==> config.mk <==
export PLATFORM = sky130hd
export DESIGN_NAME = brn_resolve_unit
export DESIGN_NICKNAME = d
export VERILOG_FILES = /design/src/rtl/brn_pkg.sv /design/src/rtl/brn_rst_sync.sv /design/src/rtl/brn_cond_eval.sv /design/src/rtl/brn_pred_track.sv /design/src/rtl/brn_resolve_unit.sv
export SDC_FILE = /design/constraint.sdc
export NUM_CORES = 1
export LEC_CHECK = 0
export BUFFER_PORTS_ARGS = -buffer_cell sky130_fd_sc_hd__buf_2
export CAP_MARGIN = 20
export CORE_UTILIZATION = 55
export DETAILED_ROUTE_END_ITERATION = 8
export GPL_ROUTABILITY_DRIVEN = 0
export PLACE_DENSITY = 0.86
export RECOVER_POWER = 25
export SYNTH_ARGS = -nofsm -noshare
export SYNTH_HDL_FRONTEND = slang
export SYNTH_SLANG_ARGS = --single-unit
==> constraint.sdc <==
create_clock -name clk -period 7.55 [get_ports clk]
set_input_delay 0.3775 -clock clk [delete_from_list [all_inputs] [get_ports clk]]
set_output_delay 0.3775 -clock clk [all_outputs]
set_load 0.1 [all_outputs]
==> src/rtl/brn_pkg.sv <==
package brn_pkg;
  typedef enum logic [1:0] {
    BK_REL = 2'd0,
    BK_LR  = 2'd1,
    BK_CTR = 2'd2,
    BK_RSV = 2'd3
  } brn_kind_e;
endpackage

==> src/rtl/brn_rst_sync.sv <==
module brn_rst_sync #(
  parameter int STAGES = 2
) (
  input  logic clk,
  input  logic rst_n,
  output logic rst_n_s
);
  logic [STAGES-1:0] sync_q;

  always_ff @(posedge clk or negedge rst_n) begin
    if (!rst_n) sync_q <= '0;
    else        sync_q <= {sync_q[STAGES-2:0], 1'b1};
  end

  assign rst_n_s = sync_q[STAGES-1];
endmodule

==> src/rtl/brn_cond_eval.sv <==
module brn_cond_eval #(
  parameter int XLEN = 32
) (
  input  logic [4:0]      bo_i,
  input  logic            crbit_i,
  input  logic [XLEN-1:0] ctr_i,
  output logic            dec_o,
  output logic [XLEN-1:0] ctr_dec_o,
  output logic            ctr_ok_o,
  output logic            cond_need_o,
  output logic            cond_ok_o
);
  logic            ctr_zero;
  logic [XLEN-1:0] ctr_eff;

  always_comb begin
    dec_o       = ~bo_i[2];
    ctr_dec_o   = ctr_i - XLEN'(1);
    ctr_eff     = dec_o ? ctr_dec_o : ctr_i;
    ctr_zero    = (ctr_eff == '0);
    ctr_ok_o    = bo_i[2] | (ctr_zero == bo_i[1]);
    cond_need_o = ~bo_i[4];
    cond_ok_o   = bo_i[4] | (crbit_i == bo_i[3]);
  end
endmodule

==> src/rtl/brn_pred_track.sv <==
module brn_pred_track #(
  parameter int XLEN = 32,
  parameter int CR_W = 32,
  parameter int BI_W = $clog2(CR_W)
) (
  input  logic            clk,
  input  logic            rst_n,
  input  logic            start_i,
  input  logic            pred_i,
  input  logic [BI_W-1:0] bi_i,
  input  logic            want_i,
  input  logic [XLEN-1:0] tgt_i,
  input  logic [XLEN-1:0] fall_i,
  input  logic            cr_ready_i,
  input  logic [CR_W-1:0] cr_val_i,
  output logic            pend_o,
  output logic            mispredict_o,
  output logic [XLEN-1:0] fix_pc_o
);
  logic            pend_q, pend_d;
  logic            pred_q;
  logic [BI_W-1:0] bi_q;
  logic            want_q;
  logic [XLEN-1:0] tgt_q, fall_q;
  logic            resolve, actual;

  always_comb begin
    resolve      = pend_q & cr_ready_i;
    actual       = (cr_val_i[bi_q] == want_q);
    mispredict_o = resolve & (actual != pred_q);
    fix_pc_o     = actual ? tgt_q : fall_q;
    pend_d       = pend_q;
    if (start_i)      pend_d = 1'b1;
    else if (resolve) pend_d = 1'b0;
  end

  always_ff @(posedge clk or negedge rst_n) begin
    if (!rst_n) pend_q <= 1'b0;
    else        pend_q <= pend_d;
  end

  always_ff @(posedge clk or negedge rst_n) begin
    if (!rst_n) begin
      pred_q <= 1'b0;
      bi_q   <= '0;
      want_q <= 1'b0;
      tgt_q  <= '0;
      fall_q <= '0;
    end else if (start_i) begin
      pred_q <= pred_i;
      bi_q   <= bi_i;
      want_q <= want_i;
      tgt_q  <= tgt_i;
      fall_q <= fall_i;
    end
  end

  assign pend_o = pend_q;


  start_idle_chk: assert property (@(posedge clk) disable iff (!rst_n)
    start_i |-> !pend_q);

  mispredict_pulse_chk: assert property (@(posedge clk) disable iff (!rst_n)
    mispredict_o |=> !mispredict_o);
endmodule

==> src/rtl/brn_resolve_unit.sv <==
module brn_resolve_unit #(
  parameter int XLEN = 32,
  parameter int CR_W = 32,
  parameter int BI_W = $clog2(CR_W)
) (
  input  logic            clk,
  input  logic            rst_n,
  input  logic            br_valid,
  input  logic [4:0]      br_bo,
  input  logic [BI_W-1:0] br_bi,
  input  logic [1:0]      br_kind,
  input  logic            br_link,
  input  logic [XLEN-1:0] br_pc,
  input  logic [XLEN-1:0] br_rel_tgt,
  input  logic            tgt_ready,
  input  logic            cr_ready,
  input  logic [CR_W-1:0] cr_val,
  input  logic            ctr_ld,
  input  logic [XLEN-1:0] ctr_ld_val,
  input  logic            lr_ld,
  input  logic [XLEN-1:0] lr_ld_val,
  output logic            br_done,
  output logic            br_taken,
  output logic            br_predicted,
  output logic [XLEN-1:0] br_next_pc,
  output logic            br_stall,
  output logic            mispredict,
  output logic [XLEN-1:0] fix_pc,
  output logic [XLEN-1:0] ctr_q,
  output logic [XLEN-1:0] lr_q
);
  import brn_pkg::*;

  localparam logic [XLEN-1:0] ALIGN_MASK = ~XLEN'(3);
  localparam logic [XLEN-1:0] ILEN       = XLEN'(4);

  logic            rst_n_s;
  brn_kind_e       kind;
  logic            reg_kind;
  logic            dec_req, ctr_ok, cond_need, cond_ok;
  logic [XLEN-1:0] ctr_dec;
  logic            pend;
  logic            issue, predict, taken_dir;
  logic [XLEN-1:0] target, fall;
  logic [XLEN-1:0] ctr_d, lr_d;
  logic            ctr_en, lr_en;

  brn_rst_sync #(.STAGES(2)) rst_sync_i (
    .clk(clk), .rst_n(rst_n), .rst_n_s(rst_n_s)
  );

  brn_cond_eval #(.XLEN(XLEN)) cond_i (
    .bo_i(br_bo), .crbit_i(cr_val[br_bi]), .ctr_i(ctr_q),
    .dec_o(dec_req), .ctr_dec_o(ctr_dec), .ctr_ok_o(ctr_ok),
    .cond_need_o(cond_need), .cond_ok_o(cond_ok)
  );

  // Decode, stall, outcome and target selection.
  always_comb begin
    kind     = brn_kind_e'(br_kind);
    reg_kind = (kind == BK_LR) || (kind == BK_CTR);
    br_stall = br_valid & (pend | (reg_kind & ~tgt_ready));
    issue    = br_valid & ~br_stall;
    predict  = issue & cond_need & ~cr_ready & ctr_ok;
    taken_dir = predict ? br_bo[0] : (ctr_ok & cond_ok);
    fall     = br_pc + ILEN;
    unique case (kind)
      BK_LR:   target = lr_q & ALIGN_MASK;
      BK_CTR:  target = (dec_req ? ctr_dec : ctr_q) & ALIGN_MASK;
      default: target = br_rel_tgt;
    endcase
    br_done      = issue;
    br_taken     = issue & taken_dir;
    br_predicted = predict;
    br_next_pc   = taken_dir ? target : fall;
  end

  brn_pred_track #(.XLEN(XLEN), .CR_W(CR_W), .BI_W(BI_W)) pred_i (
    .clk(clk), .rst_n(rst_n_s),
    .start_i(predict), .pred_i(br_bo[0]), .bi_i(br_bi), .want_i(br_bo[3]),
    .tgt_i(target), .fall_i(fall),
    .cr_ready_i(cr_ready), .cr_val_i(cr_val),
    .pend_o(pend), .mispredict_o(mispredict), .fix_pc_o(fix_pc)
  );

  // Register next-state: load port wins over branch update.
  always_comb begin
    ctr_en = ctr_ld | (issue & dec_req);
    ctr_d  = ctr_ld ? ctr_ld_val : ctr_dec;
    lr_en  = lr_ld | (issue & br_link);
    lr_d   = lr_ld ? lr_ld_val : fall;
  end

  always_ff @(posedge clk or negedge rst_n_s) begin
    if (!rst_n_s)    ctr_q <= '0;
    else if (ctr_en) ctr_q <= ctr_d;
  end

  always_ff @(posedge clk or negedge rst_n_s) begin
    if (!rst_n_s)   lr_q <= '0;
    else if (lr_en) lr_q <= lr_d;
  end


  ctr_dec_once_chk: assert property (@(posedge clk) disable iff (!rst_n_s)
    (br_done && !br_bo[2] && !ctr_ld) |=> (ctr_q == $past(ctr_q) - XLEN'(1)));

  stall_hold_chk: assert property (@(posedge clk) disable iff (!rst_n_s)
    (br_stall && !ctr_ld && !lr_ld) |=> ($stable(ctr_q) && $stable(lr_q)));

  link_write_chk: assert property (@(posedge clk) disable iff (!rst_n_s)
    (br_done && br_link && !lr_ld) |=> (lr_q == $past(br_pc) + ILEN));

  reg_tgt_align_chk: assert property (@(posedge clk) disable iff (!rst_n_s)
    (br_taken && (br_kind == 2'd1 || br_kind == 2'd2)) |-> (br_next_pc[1:0] == 2'b00));

  predict_notready_chk: assert property (@(posedge clk) disable iff (!rst_n_s)
    br_predicted |-> (!cr_ready && br_done && !br_bo[4]));

  stall_no_issue_chk: assert property (@(posedge clk) disable iff (!rst_n_s)
    br_stall |-> (!br_done && !br_predicted));
endmodule

==> flow_summary.toml <==
[die]
initial_core_utilization = 0.5710
die_area_um2 = 17990
placeableCoreArea_um2 = 16820
die_x_um = 134.1
pin_count = 313
placementRows = 47
dieHeight_um = 134.1

[grt]
gr-usage-all-layers = 0.3733
grt_pass1_wl_um = 50960
largest_net_degree_at_the_start_of_global_routing = 85
grt_antenna_before_repair = 1
grt_overflow = 0
grt_pass1_vias = 9213

[run_status]
failed_checks = "max-capacitance violations, max-slew violations"
outcome = "complete, but fails checks"

[worst_setup_path]
cp_data_arrival_time_ps = 5290
crit_path_end_kind = "output pin"
worstPathMaxFanout = 17
critical_path_class = "flop to output pin"
path_cells = "or4_1 -> or4b_2 -> nor3_1 -> xor2_1 -> or4_1 -> nor4_4 -> xnor2_2 -> o22ai_4 -> buf_4 -> mux2i_1 -> buf_2"
timing.reg2reg.setup_slack_ps = 2830
worstPathBufferInverterCount = 2
r2r_path_start = "ctr_q[23]"
worstPathRequired_ps = 7170
r2r_cells = 10
critical_path.startpoint_type = "flop"
timing.critical_path.max_delay_family = "simple AND/OR/NAND/NOR gates"
timing.critical_path.slowest_cell_delay_ps = 650
critical_path_top_delay_cell = "sky130_fd_sc_hd__or4b_2"
crit_top_cell = "sky130_fd_sc_hd__or4_1"
rr_endpoint = "pred_i.fall_q[3]"

[yosys]
synth.cell_area_um2 = 9604
post_syn_instances = 1016
synth_area_leader_cell = "sky130_fd_sc_hd__dfrtp_1"
ys_dominant_reg_cell = "sky130_fd_sc_hd__dfrtp_1"
share_of_synthesized_area_occupied_by_flip_flops_and_latches = 0.3596
synthesis.nets = 1200
synthTopCellsByArea = "sky130_fd_sc_hd__dfrtp_1, sky130_fd_sc_hd__mux2i_1, sky130_fd_sc_hd__mux2_4, sky130_fd_sc_hd__o21ai_0, sky130_fd_sc_hd__nand2_1"
postSynth.asyncResetShare = 1.000
post_synth.cell_area_avg_um2 = 9.453
yosysTopAreaCellShare = 0.3596
synth_enable_flop_cells = 0
ys_top_cells_by_count = "sky130_fd_sc_hd__dfrtp_1, sky130_fd_sc_hd__nand2_1, sky130_fd_sc_hd__o21ai_0"
ys_types = 61
ys_ff_latch = 138
synth.most_common_cell = "sky130_fd_sc_hd__dfrtp_1"
synth.yosys.warnings = 0

[clocking]
worst_skew_pair.late_latency_ps = 430
cts_tree = "built"
clk_root_buffer_cell = "sky130_fd_sc_hd__clkbuf_16"
worst_setup_hold_path_clk_slew_ps = 60
clockBufferDepth = 2
cts_inserted_buffers = 17
post_cts_buffers = 0
htree_num_levels = 4
tritoncts_num_sinks = 138

[finish]
drive_gt1_frac = 0.3220
fin_nets = 1466
syn2layout_area_growth_pct = 22.64
fill_cells = 1275
final_core_utilization = 0.7003
instances_no_fill = 1517

[power]
clock_power_share = 0.194
irDropWorstVdd_mv = 0.4551
cellLeakagePower_nw = 5.725
sw_frac_of_total = 0.5729
power_per_cell_area_nw_per_um2 = 394.0
power.share.sequential = 0.223
power.combinational.fraction = 0.583
power.internal_w = 0.001982
total_switching_power_w = 0.002658

[timing]
clock.fmax_mhz = 176.4
timing_worst_slew_pin_value_ps = 2225
finalMaxSlewViolations = 54
rsz_0062_raised_after_global_routing = "no"
post-route-min-period_ps = 5670
slew_headroom = -0.4831
report.final.hold_viol_count = 0
fin_crit_sh = 0.7510
setup_tns_ps = 0
worst_setup_slack_after_layout_ps = 1880
final.setup_skew_ps = 15.14
setup_viol_count_final = 0

[place]
dp_worst_slack_ps = 2361
numPortBuffers = 312
dpl.hpwl_um = 23910
dpl.cell_count = 1479

[detailed_routing]
drtPass1Iterations = 5
wl_um = 33120
drc = 0
routed_via_count_divided_by_cell_count = 6.204
drt_iter0_drc = 825
num_vias = 9412
routed_wire_length_per_instance_um = 21.83
drt.antenna.violating_nets = 0

[min_path]
hold-path-endpoint = "ctr_q[2]"
min_path_type = "primary input to flop"
timing.hold.worst.start = "ctr_ld_val[2]"
number_of_stages_on_the_worst_hold_path = 3

[flow_run]
maxCapViolations = 1
-- logic make-up after synthesis --
| logic type | synth area share |
|---|---|
| buf+inv | 0.06006 |
| flops | 0.3596 |
| compound gates | 0.09979 |
| mux | 0.2217 |
| other cells | 0.0003905 |
| fa+ha+maj | 0.005211 |
| xor+xnor | 0.08194 |
| simple gates | 0.1713 |
-- tightest hold or removal path, stage by stage --
cell                      delay, ps
sky130_fd_sc_hd__buf_2           70
sky130_fd_sc_hd__nand2_1         40
sky130_fd_sc_hd__o21ai_0         50
-- layout by cell type, fill, tap and decap left out, types with 27 or more instances in the layout --
master	n
sky130_fd_sc_hd__clkbuf_1	33
sky130_fd_sc_hd__mux2_4	36
sky130_fd_sc_hd__nand2_1	135
sky130_fd_sc_hd__xor2_1	34
sky130_fd_sc_hd__xnor2_1	53
sky130_fd_sc_hd__o21ai_0	107
sky130_fd_sc_hd__dfrtp_1	138
sky130_fd_sc_hd__buf_2	280
sky130_fd_sc_hd__nor2_1	61
sky130_fd_sc_hd__inv_1	44
sky130_fd_sc_hd__a21oi_1	27
sky130_fd_sc_hd__mux2i_1	80
-- flip-flops by register name (all words and copies together), names as in the netlist --
name,cells
pred_i.want_q,1
rst_sync_i.sync_q,2
ctr_q,32
pred_i.pred_q,1
pred_i.tgt_q,32
pred_i.fall_q,32
lr_q,32
pred_i.pend_o,1
pred_i.bi_q,5
-- worst max-delay path by stage --
stage	to	start	depth (start not counted)
after global placement	br_next_pc[27]	ctr_q[23]	11
final	br_next_pc[13]	ctr_q[23]	11
after detailed placement	br_next_pc[13]	ctr_q[22]	11
after floorplan	br_next_pc[13]	ctr_q[22]	11
after global routing	br_next_pc[13]	ctr_q[0]	13
after CTS	br_next_pc[13]	ctr_q[22]	11
-- what timing repair did --
action | CTS | global route
setup endpoints to repair | 0 | 0
resized for setup | 0 | 0
endpoints found under the hold margin | 2 | 0
hold buffers | 1 | 0
-- area by class of cell --
type	count	area [µm²]	area share
Tap cell	220	275.3	0.02337
Clock inverter	13	180.2	0.01530
Clock buffer	19	452.9	0.03845
Inverter	44	165.2	0.01402
Sequential cell	138	3453	0.2932
Antenna cell	2	5.005	0.0004249
Timing Repair Buffer	322	1653	0.1403
Multi-Input combinational cell	759	5594	0.4749
-- power by group through the flow --
stage	logic (W)	clock network, W	registers [W]
after floorplan	0.00204	0	0.00123
after global placement	0.00265	0	0.00103
after detailed placement	0.00267	0	0.00104
after CTS	0.00269	0.000905	0.00103
after global routing	0.00278	0.000939	0.00105
final	0.00270	0.000900	0.00104
-- through the flow --
step           cell area [µm²]  hold slack [ps]  total power (W)
3_5_place_dp             11110            165.4         0.003707
6_report                 11780            159.1         0.004641
4_1_cts                  11750            146.1         0.004624
5_1_grt                  11780            160.9         0.004773
2_1_floorplan             9604            81.91         0.003267
3_3_place_gp             11110            163.8         0.003676
-- metal layers --
layer  share of wire  vias up  track usage
li1                -     4095            -
met1            0.38     4555       0.4673
met2            0.47      628       0.6062
met3           0.097      134      0.09070
met4           0.049        0       0.1810
met5               0        -            0
No activity file was read; power rests on OpenSTA's default activity.
